$ cat config.mk
export PLATFORM = sky130hd
export DESIGN_NAME = pedge_port
export DESIGN_NICKNAME = d
export VERILOG_FILES = /design/src/rtl/pedge_pkg.sv /design/src/rtl/pedge_sync.sv /design/src/rtl/pedge_flag_bank.sv /design/src/rtl/pedge_read_mux.sv /design/src/rtl/pedge_port.sv
export SDC_FILE = /design/constraint.sdc
export NUM_CORES = 1
export LEC_CHECK = 0
export BUFFER_PORTS_ARGS = -buffer_cell sky130_fd_sc_hd__buf_2
export CAP_MARGIN = 20
export CELL_PAD_IN_SITES_DETAIL_PLACEMENT = 1
export CELL_PAD_IN_SITES_GLOBAL_PLACEMENT = 1
export CORE_MARGIN = 2
export CORE_UTILIZATION = 36
export CTS_BUF_LIST = sky130_fd_sc_hd__clkbuf_8
export DETAILED_ROUTE_END_ITERATION = 7
export PLACE_DENSITY = 0.73
export SLEW_MARGIN = 30
export SYNTH_ARGS = -nofsm -noshare
export SYNTH_HDL_FRONTEND = slang
export SYNTH_HIERARCHICAL = 1
export SYNTH_SLANG_ARGS = --single-unit
$ cat constraint.sdc
create_clock -name clk -period 4.1 [get_ports clk]
set_input_delay 0.205 -clock clk [delete_from_list [all_inputs] [get_ports clk]]
set_output_delay 0.205 -clock clk [all_outputs]
set_load 0.005 [all_outputs]
$ cat src/rtl/pedge_pkg.sv
package pedge_pkg;
  // Channel k of the interrupt bank observes pin (base + k); odd channels
  // react to falling edges, even channels to rising edges.
  function automatic logic ch_is_falling(input int k);
    return (k % 2) == 1;
  endfunction

  typedef enum logic [1:0] {
    SEL_NONE = 2'd0,
    SEL_PINS = 2'd1,
    SEL_LATCH = 2'd2,
    SEL_FLAGS = 2'd3
  } rd_sel_e;
endpackage

$ cat src/rtl/pedge_sync.sv
module pedge_sync #(
  parameter int W = 8,
  parameter int STAGES = 2,
  parameter logic [W-1:0] RST_VAL = '1
) (
  input  logic         clk,
  input  logic         rst,
  input  logic [W-1:0] d,
  output logic [W-1:0] q
);
  logic [W-1:0] stg [STAGES];

  always_ff @(posedge clk) begin
    if (rst) begin
      for (int i = 0; i < STAGES; i++) stg[i] <= RST_VAL;
    end else begin
      stg[0] <= d;
      for (int i = 1; i < STAGES; i++) stg[i] <= stg[i-1];
    end
  end

  assign q = stg[STAGES-1];
endmodule

$ cat src/rtl/pedge_flag_bank.sv
module pedge_flag_bank #(
  parameter int NUM_CH = 4
) (
  input  logic              clk,
  input  logic              rst,
  input  logic [NUM_CH-1:0] ch_in,
  input  logic              wr_en,
  input  logic [NUM_CH-1:0] wr_val,
  output logic [NUM_CH-1:0] flags,
  output logic [NUM_CH-1:0] edge_set
);
  import pedge_pkg::*;

  logic [NUM_CH-1:0] prev_q;

  always_ff @(posedge clk) begin
    if (rst) prev_q <= '1;
    else     prev_q <= ch_in;
  end

  for (genvar k = 0; k < NUM_CH; k++) begin : g_ch
    if (ch_is_falling(k)) begin : g_fall
      assign edge_set[k] = prev_q[k] & ~ch_in[k];
    end else begin : g_rise
      assign edge_set[k] = ~prev_q[k] & ch_in[k];
    end
  end

  always_ff @(posedge clk) begin
    if (rst) flags <= '0;
    else     flags <= (wr_en ? wr_val : flags) | edge_set;
  end
endmodule

$ cat src/rtl/pedge_read_mux.sv
module pedge_read_mux #(
  parameter int DATA_W = 8,
  parameter int NUM_CH = 4
) (
  input  logic                clk,
  input  logic                rst,
  input  pedge_pkg::rd_sel_e  sel,
  input  logic [DATA_W-1:0]   pins,
  input  logic [DATA_W-1:0]   latch,
  input  logic [NUM_CH-1:0]   flags,
  output logic [DATA_W-1:0]   rdata
);
  import pedge_pkg::*;

  localparam int PAD_W = DATA_W - NUM_CH;

  logic [DATA_W-1:0] mux_d;

  always_comb begin
    unique case (sel)
      SEL_PINS:  mux_d = pins;
      SEL_LATCH: mux_d = latch;
      SEL_FLAGS: mux_d = {flags, {PAD_W{1'b0}}};
      default:   mux_d = '0;
    endcase
  end

  always_ff @(posedge clk) begin
    if (rst) rdata <= '0;
    else     rdata <= mux_d;
  end
endmodule

$ cat src/rtl/pedge_port.sv
module pedge_port #(
  parameter int DATA_W = 8,
  parameter int ADDR_W = 8,
  parameter logic [ADDR_W-1:0] PORT_ADDR = 8'h90,
  parameter logic [ADDR_W-1:0] FLAG_ADDR = 8'h91,
  parameter int SYNC_STAGES = 2,
  parameter int NUM_CH = 4,
  parameter int CH_PIN_BASE = 4
) (
  input  logic              clk,
  input  logic              rst,
  input  logic [ADDR_W-1:0] sfr_addr,
  input  logic              sfr_we,
  input  logic [DATA_W-1:0] sfr_wdata,
  input  logic              sfr_re,
  input  logic              sfr_rmw,
  output logic [DATA_W-1:0] sfr_rdata,
  input  logic [DATA_W-1:0] pin_in,
  output logic [DATA_W-1:0] port_latch,
  output logic [NUM_CH-1:0] irq_req
);
  import pedge_pkg::*;

  localparam int FLAG_LSB = DATA_W - NUM_CH;

  logic [DATA_W-1:0] pins_sync;
  logic [NUM_CH-1:0] flags;
  logic [NUM_CH-1:0] edge_set;
  logic              hit_port;
  logic              hit_flag;
  rd_sel_e           rd_sel;

  assign hit_port = (sfr_addr == PORT_ADDR);
  assign hit_flag = (sfr_addr == FLAG_ADDR);

  pedge_sync #(.W(DATA_W), .STAGES(SYNC_STAGES), .RST_VAL('1)) u_sync (
    .clk(clk), .rst(rst), .d(pin_in), .q(pins_sync)
  );

  always_ff @(posedge clk) begin
    if (rst) port_latch <= '1;
    else if (sfr_we && hit_port) port_latch <= sfr_wdata;
  end

  pedge_flag_bank #(.NUM_CH(NUM_CH)) u_flags (
    .clk(clk), .rst(rst),
    .ch_in(pins_sync[CH_PIN_BASE +: NUM_CH]),
    .wr_en(sfr_we && hit_flag),
    .wr_val(sfr_wdata[FLAG_LSB +: NUM_CH]),
    .flags(flags),
    .edge_set(edge_set)
  );

  always_comb begin
    if (!sfr_re)       rd_sel = SEL_NONE;
    else if (hit_port) rd_sel = sfr_rmw ? SEL_LATCH : SEL_PINS;
    else if (hit_flag) rd_sel = SEL_FLAGS;
    else               rd_sel = SEL_NONE;
  end

  pedge_read_mux #(.DATA_W(DATA_W), .NUM_CH(NUM_CH)) u_rd (
    .clk(clk), .rst(rst), .sel(rd_sel),
    .pins(pins_sync), .latch(port_latch), .flags(flags),
    .rdata(sfr_rdata)
  );

  assign irq_req = flags;
endmodule

Word level (Yosys, flattened, before mapping). Memories as Yosys holds them, arrays and structs flattened. Cells that the tools add are included.

Eq/ne operators: 5. Reductions and logical operators: 2. Multiplexer cells: 11. Bitwise operators: 11. $lt $le $gt $ge: 0. Shifts and indexed selects: 0. Div/mod/pow operators: 0. Multipliers: 0. Add/subtract/negate cells: 0.

Operator list (number): 8-bit one-hot mux with 3 select lines (1); 8-bit equality test (second input constant) (2); 8-bit two-way mux (2); 2-bit two-way mux (4); 1-bit AND (4); 2-bit equality test (second input constant) (2); 4-bit two-way mux (1); 1-bit inverter (4); 4-bit OR (1); 1-bit two-way mux (3); 2-bit by 1-bit equality test with 1-bit output (second input constant) (1); 1-bit logical AND (2); 1-bit OR (2).

Memory bits (writable): 16. Memories kept: 1. Input bits: 29. Bits in read-only memories: 0. Register bits: 24. Latch bits: 0.

Memory list: u_sync.stg (depth 2, width 8, rd ports 2, clocked after Yosys merged registers in 0, write ports 2, line pedge_sync.sv:11) `logic [W-1:0] stg [STAGES];`.

Depth between registers and ports, before layout. Gate-level depths: netlist of the first run.

Depth after elaboration: 6. Mapped depth: 7. Gate-level depth less buffers: 5.

Hierarchy. The synthesis of the first run kept the hierarchy.

Modules (own cells, without submodules): pedge_sync (seq. area each 320.3 um^2, times used 1, cells each 41, area each 491.7 um^2); pedge_port (seq. area each 160.2 um^2, times used 1, cells each 46, area each 395.4 um^2); pedge_read_mux (seq. area each 160.2 um^2, times used 1, cells each 36, area each 371.6 um^2); pedge_flag_bank (seq. area each 160.2 um^2, times used 1, cells each 29, area each 296.5 um^2).

Worst setup path before layout of the first run. No wires, ideal clock.

Path kind: input -> register. Start point: in sfr_addr[6]. End point: reg u_rd.rdata[4]. Arrival time: 1.857 ns. Library setup time: 0.086 ns. Required time: 4.014 ns. Path buffers: 2. Slack: 2.158 ns. Cell stages on the path: 7. Cells stage by stage: or4b_4 -> or4_4 -> nor2_1 -> buf_6 -> buf_8 -> a21oi_1 -> a211oi_1.

Word-level cells in the longest chain between the ends: 6. Elaborated cells between the ends (all ways): 9. Classes of those cells: eq/ne: 5; mux: 4.

RTL lines: start, declared (line pedge_port.sv:12) `input logic [ADDR_W-1:0] sfr_addr,`; 8-bit equality test (line pedge_port.sv:34) `assign hit_flag = (sfr_addr == FLAG_ADDR);`; 2-bit two-way mux (line pedge_port.sv:57) `else if (hit_flag) rd_sel = SEL_FLAGS;`; 2-bit two-way mux * (line pedge_port.sv:56) `else if (hit_port) rd_sel = sfr_rmw ? SEL_LATCH : SEL_PINS;`; 2-bit two-way mux * (line pedge_port.sv:55) `if (!sfr_re) rd_sel = SEL_NONE;`; via rd_sel[1] (line pedge_port.sv:31) `rd_sel_e rd_sel;`; 2-bit equality test / 2-bit by 1-bit equality test with 1-bit output (equally long branches) (line pedge_read_mux.sv:20) `unique case (sel)`; 8-bit one-hot mux with 3 select lines * (line pedge_read_mux.sv:20); end signal, assigned (line pedge_read_mux.sv:30) `else rdata <= mux_d;`; end, declared (line pedge_read_mux.sv:11) `output logic [DATA_W-1:0] rdata`.

The timed path passes the listed nets; every way through them passes the cells marked *. A chain may end at the register's enable or synchronous reset.

Final worst setup path of the first run.
Start point: in sfr_addr[6]. End point: reg u_rd.rdata[6].

The elaborated chain is that of the path after synthesis.

==> flow_summary_export.csv, run 1 <==
group,metric,value,unit
power_and_ir_drop,p_int,0.000597,W
sta,slew_viol_final,0,
clock_network,cts_hold_buf,0,
power_and_ir_drop,p_leak,0.721,nW
power_and_ir_drop,ir_drop,0.000195,V
outcome,status,"finished, final reports clean",
floorplanning,initial_core_util,0.380,
grt,grt_pass1_vias,1163,
place,dp_hpwl,2.35,mm
critical_path,cp_slowest_stage_delay,0.56,ns
hold_path,hold_path_class,"input pin to flop",
power_and_ir_drop,seq_power_share,0.537,
cells_and_area,multi_input_area,599,um^2
power_and_ir_drop,power.density,410,nW/um^2
floorplanning,row_count,23,
cells_and_area,antenna_cells,0,
synthesis,synth_cells,148,
critical_path,cp_max_fo,16,
clock_network,post-cts-setup-buffers,0,
route,wl_per_cell,13.4,um
critical_path,start_kind,"input pin",
sta,hold_slack,0.0895,ns
cells_and_area,layout-drive-gt1-share,0.344,
floorplanning,core_area,4060,um^2
clock_network,numCtsBuffers,5,
place,portBuffers,48,
cells_and_area,nets,217,
floorplanning,dieWidth,69.4,um
clock_network,tritoncts,"done",
critical_path,required,4.30,ns
clock_network,htreeDepth,2,
critical_path,critPathSlowestCell,"nor2_2",
grt,grt_max_degree,49,
sta,rsz0062_at_grt,"no",
sta,worst_pin_slew,0.705,ns
route,via_per_inst,4.72,
sta,fmax,455,MHz
power_and_ir_drop,p_comb_frac,0.051,
critical_path,crit_chain,"buf_2, or4b_4, or4_4, nor2_2, mux2i_1, a211oi_1",
sta,setup_viol,0,
grt,grt_pass1_wl,5.49,mm
power_and_ir_drop,switching_share,0.205,
critical_path,path_class,"input pin to flop",
floorplanning,die_y,69.4,um
synthesis,synthesis.area,1540,um^2
sta,period_share,0.536,
sta,clock_skew,0.00162,ns
critical_path,critical_path_arrival,2.40,ns
synthesis,synth_nets,177,
route,ant_nets,0,
synthesis,syn_avg_cell_area,10.4,um^2
sta,hold_violations,0,
route,detail_route.first_pass.iterations,4,
sta,finalSetupTns,0,ns
sta,relSlewSlack,0.530,
power_and_ir_drop,clock_power_share,0.412,
clock_network,clk_latency,0.29,ns
critical_path,end_kind,"flop",
grt,overflow,0,
job,cap_violations,0,
place,gp_congestion,0.904,
grt,track_usage,0.146,
synthesis,ys_warn_count,6,
clock_network,cts_resized,0,
route,drt-initial-drc-count,23,
cells_and_area,fill_cells,488,
clock_network,clk_path_buf_depth,2,
grt,antenna_found_initial,0,
route,wl,3.21,mm
cells_and_area,area_growth,18.8,%
route,drc,0,
clock_network,clock_sinks,40,
power_and_ir_drop,switchingPower,0.000154,W
clock_network,cts-root-buf,"clkbuf_8",
floorplanning,dieArea,4820,um^2
cells_and_area,seqCellArea,801,um^2
floorplanning,ios,49,
sta,post-route-min-period,2.20,ns
clock_network,path_clk_slew,0.07,ns
route,vias,1127,
-- stage by stage --
stage | worst slack, ns | total power (W) | cell area (um^2) | instances | util
CTS | 1.55 | 0.000765 | 1830 | 239 | 0.450
global placement | 1.48 | 0.000448 | 1720 | 231 | 0.424
global route | 1.76 | 0.000790 | 1830 | 239 | 0.451
floorplan | 2.16 | 0.000433 | 1540 | 148 | -
finish | 1.90 | 0.000750 | 1830 | 239 | 0.451
detailed placement | 1.27 | 0.000451 | 1720 | 231 | 0.424
-- state kept, by name, summed over array words and instances, names as in the netlist --
name            count
port_latch          8
u_sync/stg         16
u_flags/flags       4
u_rd/rdata          8
u_flags/prev_q      4
-- cell usage in the layout (no fill, tap or decap) --
cell type / count
a211oi_1: 4
a21oi_1: 12
a21oi_2: 1
buf_2: 48
buf_4: 2
bufinv_16: 1
clkbuf_8: 5
clkinv_2: 1
dfxtp_1: 40
inv_1: 2
mux2i_1: 16
nand2_1: 2
nand2b_1: 4
nand3b_1: 8
nor2_1: 18
nor2_2: 1
nor4b_1: 1
nor4b_2: 1
or2_1: 17
or2_2: 3
or4_4: 1
or4b_4: 1
-- power groups by stage --
stage	Sequential [W]	Combinational [W]	Clock [W]
finish	0.000403	0.0000385	0.000309
floorplan	0.000410	0.0000230	0
detailed placement	0.000412	0.0000390	0
global placement	0.000411	0.0000362	0
CTS	0.000403	0.0000393	0.000323
global route	0.000404	0.0000439	0.000341
-- per-layer routing --
layer / vias to the layer above / track usage / share of wire
li1: 561 / - / -
met4: 0 / 0.0588 / 0.014
met1: 517 / 0.170 / 0.45
met5: - / 0 / 0
met2: 44 / 0.233 / 0.46
met3: 5 / 0.0654 / 0.080
-- worst max-delay path, delay by kind of cell --
kind	cells	cell delay [ns]
and+or+nand+nor	3	1.62
muxes	1	0.19
AOI/OAI and AO/OA	1	0.27
buffers and inverters	1	0.10
-- cell type report --
cell class              instances  area share
repair buffers                 50       0.140
well taps                      50      0.0342
multi-input cells              90       0.328
inverters                       1     0.00205
flip-flops and latches         40       0.438
clock inverters                 3      0.0212
clock buffers                   5      0.0376
-- final timing paths --
path | to | from | slack (ns) | depth (start not counted)
max | u_rd/rdata[6] | sfr_addr[6] | 1.90 | 6
min | u_sync/stg[0][7] | pin_in[7] | 0.09 | 2
max reg2reg | u_rd/rdata[6] | u_sync/stg[0][14] | 3.30 | 2
min reg2reg | u_sync/stg[0][11] | u_sync/stg[0][3] | 0.41 | 1
Note: power is estimated with default switching activity, not from simulation.
==> run 2: changes to the inputs <==
Settings changed: CORE_UTILIZATION 36 to 35, PLACE_DENSITY 0.73 to 0.74.
Clock period 4.1 ns to 2 ns, I/O delays scaled along.
==> flow_summary_export.csv, run 2 (synthesized netlist as in run 1, its figures left out) <==
group,metric,value,unit
outcome,status,"finished, final reports clean",
floorplanning,die_y,70.3,um
power_and_ir_drop,power.density,746,nW/um^2
route,vias,1146,
critical_path,start_kind,"input pin",
route,ant_nets,0,
clock_network,numCtsBuffers,5,
floorplanning,dieArea,4950,um^2
critical_path,path_class,"input pin to flop",
route,wl,3.34,mm
place,gp_congestion,0.855,
sta,hold_violations,0,
grt,overflow,0,
power_and_ir_drop,p_leak,0.772,nW
sta,fmax,574,MHz
power_and_ir_drop,finalPower,0.00144,W
sta,setup_ws,0.257,ns
place,portBuffers,48,
critical_path,critical_path_arrival,1.89,ns
critical_path,cp_max_fo,10,
grt,grt_max_degree,49,
hold_path,hold_path_class,"input pin to flop",
critical_path,cp_slowest_stage_delay,0.54,ns
cells_and_area,area_growth,25.6,%
floorplanning,ios,49,
route,detail_route.first_pass.iterations,4,
cells_and_area,final_cells,253,
job,cap_violations,0,
grt,antenna_found_initial,0,
sta,rsz0062_at_grt,"no",
clock_network,clk_path_buf_depth,2,
sta,relSlewSlack,0.529,
floorplanning,initial_core_util,0.359,
power_and_ir_drop,ir_drop,0.000496,V
place,pre_cts_slack,-0.0435,ns
route,wl_per_cell,13.2,um
grt,grt_pass1_vias,1188,
route,drt-initial-drc-count,33,
clock_network,tritoncts,"done",
cells_and_area,layout-drive-gt1-share,0.333,
floorplanning,dieWidth,70.3,um
floorplanning,core_area,4290,um^2
cells_and_area,nets,229,
cells_and_area,top_register,"u_sync/stg",
place,dp_hpwl,2.44,mm
critical_path,required,2.14,ns
cells_and_area,layout_common_cells,"buf_2 (48), dfxtp_1 (40), nor2_1 (19), or2_1 (17), mux2i_1 (16)",
route,drc,0,
sta,slew_viol_final,0,
floorplanning,row_count,24,
grt,grt_pass1_wl,5.52,mm
sta,setup_viol,0,
clock_network,clock_sinks,40,
cells_and_area,largest_reg_flops,16,
place,dp.cells,237,
cells_and_area,mostFrequentLayoutCell,"buf_2",
cells_and_area,antenna_cells,0,
clock_network,htreeDepth,2,
sta,worst_pin_slew,0.706,ns
grt,track_usage,0.144,
sta,post-route-min-period,1.74,ns
critical_path,end_kind,"flop",
clock_network,cts_resized,0,
clock_network,path_clk_slew,0.07,ns
critical_path,critPathSlowestCell,"or4b_4",
cells_and_area,fill_cells,519,
cells_and_area,reg_top3,"u_sync/stg x16, port_latch x8, u_rd/rdata x8",
clock_network,clk_latency,0.29,ns
sta,clock_skew,0.00541,ns
sta,finalSetupTns,0,ns
sta,period_share,0.871,
clock_network,cts-root-buf,"clkbuf_8",
critical_path,crit_chain,"buf_2, or4b_4, or4_4, nor2_1, buf_4, mux2i_1, a211oi_1",
route,via_per_inst,4.53,
run 2: cell types whose count changed in the layout (fill, tap and decap cells not counted), sizes merged:
cell and delta:
buf +4, clkinv -1, dlygate4sd3 +8, bufinv -1
clkbuf +1, inv +1
run 2: cell type report:
class | count | area, um^2 | area share
flip-flops and latches | 40 | 801 | 0.414
multi-input cells | 90 | 597 | 0.309
repair buffers | 62 | 378 | 0.195
clock buffers | 6 | 82.6 | 0.0427
well taps | 52 | 65.1 | 0.0336
clock inverters | 2 | 7.51 | 0.00388
inverters | 1 | 3.75 | 0.00194
run 2: worst max-delay path, delay by kind of cell:
family,cells,cell delay [ns]
and+or+nand+nor,3,1.20
buffers and inverters,2,0.29
muxes,1,0.20
AOI/OAI and AO/OA,1,0.09
run 2: metal layers:
layer	vias up	GRT usage	routed length, um
met5	-	0	0
li1	586	-	-
met3	4	0.0548	234
met1	512	0.162	1410
met2	44	0.254	1660
met4	0	0.0385	38
run 2: worst paths after layout:
path | start | to | slack, ns | cells past startpoint
setup reg to reg | u_flags/flags[2] | u_rd/rdata[6] | 1.21 | 2
hold reg to reg | u_sync/stg[0][2] | u_sync/stg[0][10] | 0.40 | 1
setup / recovery | sfr_addr[6] | u_rd/rdata[6] | 0.26 | 7
hold / removal | sfr_wdata[5] | port_latch[5] | 0.08 | 3
run 2: timing repair:
item	4_1_cts	5_1_grt
buffers inserted	0	0
hold buffers	8	0
hold endpoints to repair	8	0
run 2: per-stage QoR:
step | cell area [um^2] | hold slack [ns] | utilization
global route | 1930 | 0.0928 | 0.450
global placement | 1760 | 0.275 | 0.411
floorplan | 1540 | 0.169 | -
finish | 1930 | 0.0828 | 0.450
detailed placement | 1760 | 0.280 | 0.411
CTS | 1930 | 0.0798 | 0.450
run 2: power breakdown:
part | internal [W] | total (W) | switching, W
registers | 0.000818 | 0.000827 | 0.00000900
clock network | 0.000271 | 0.000525 | 0.000254
logic | 0.0000515 | 0.0000911 | 0.0000395
total | 0.00114 | 0.00144 | 0.000303
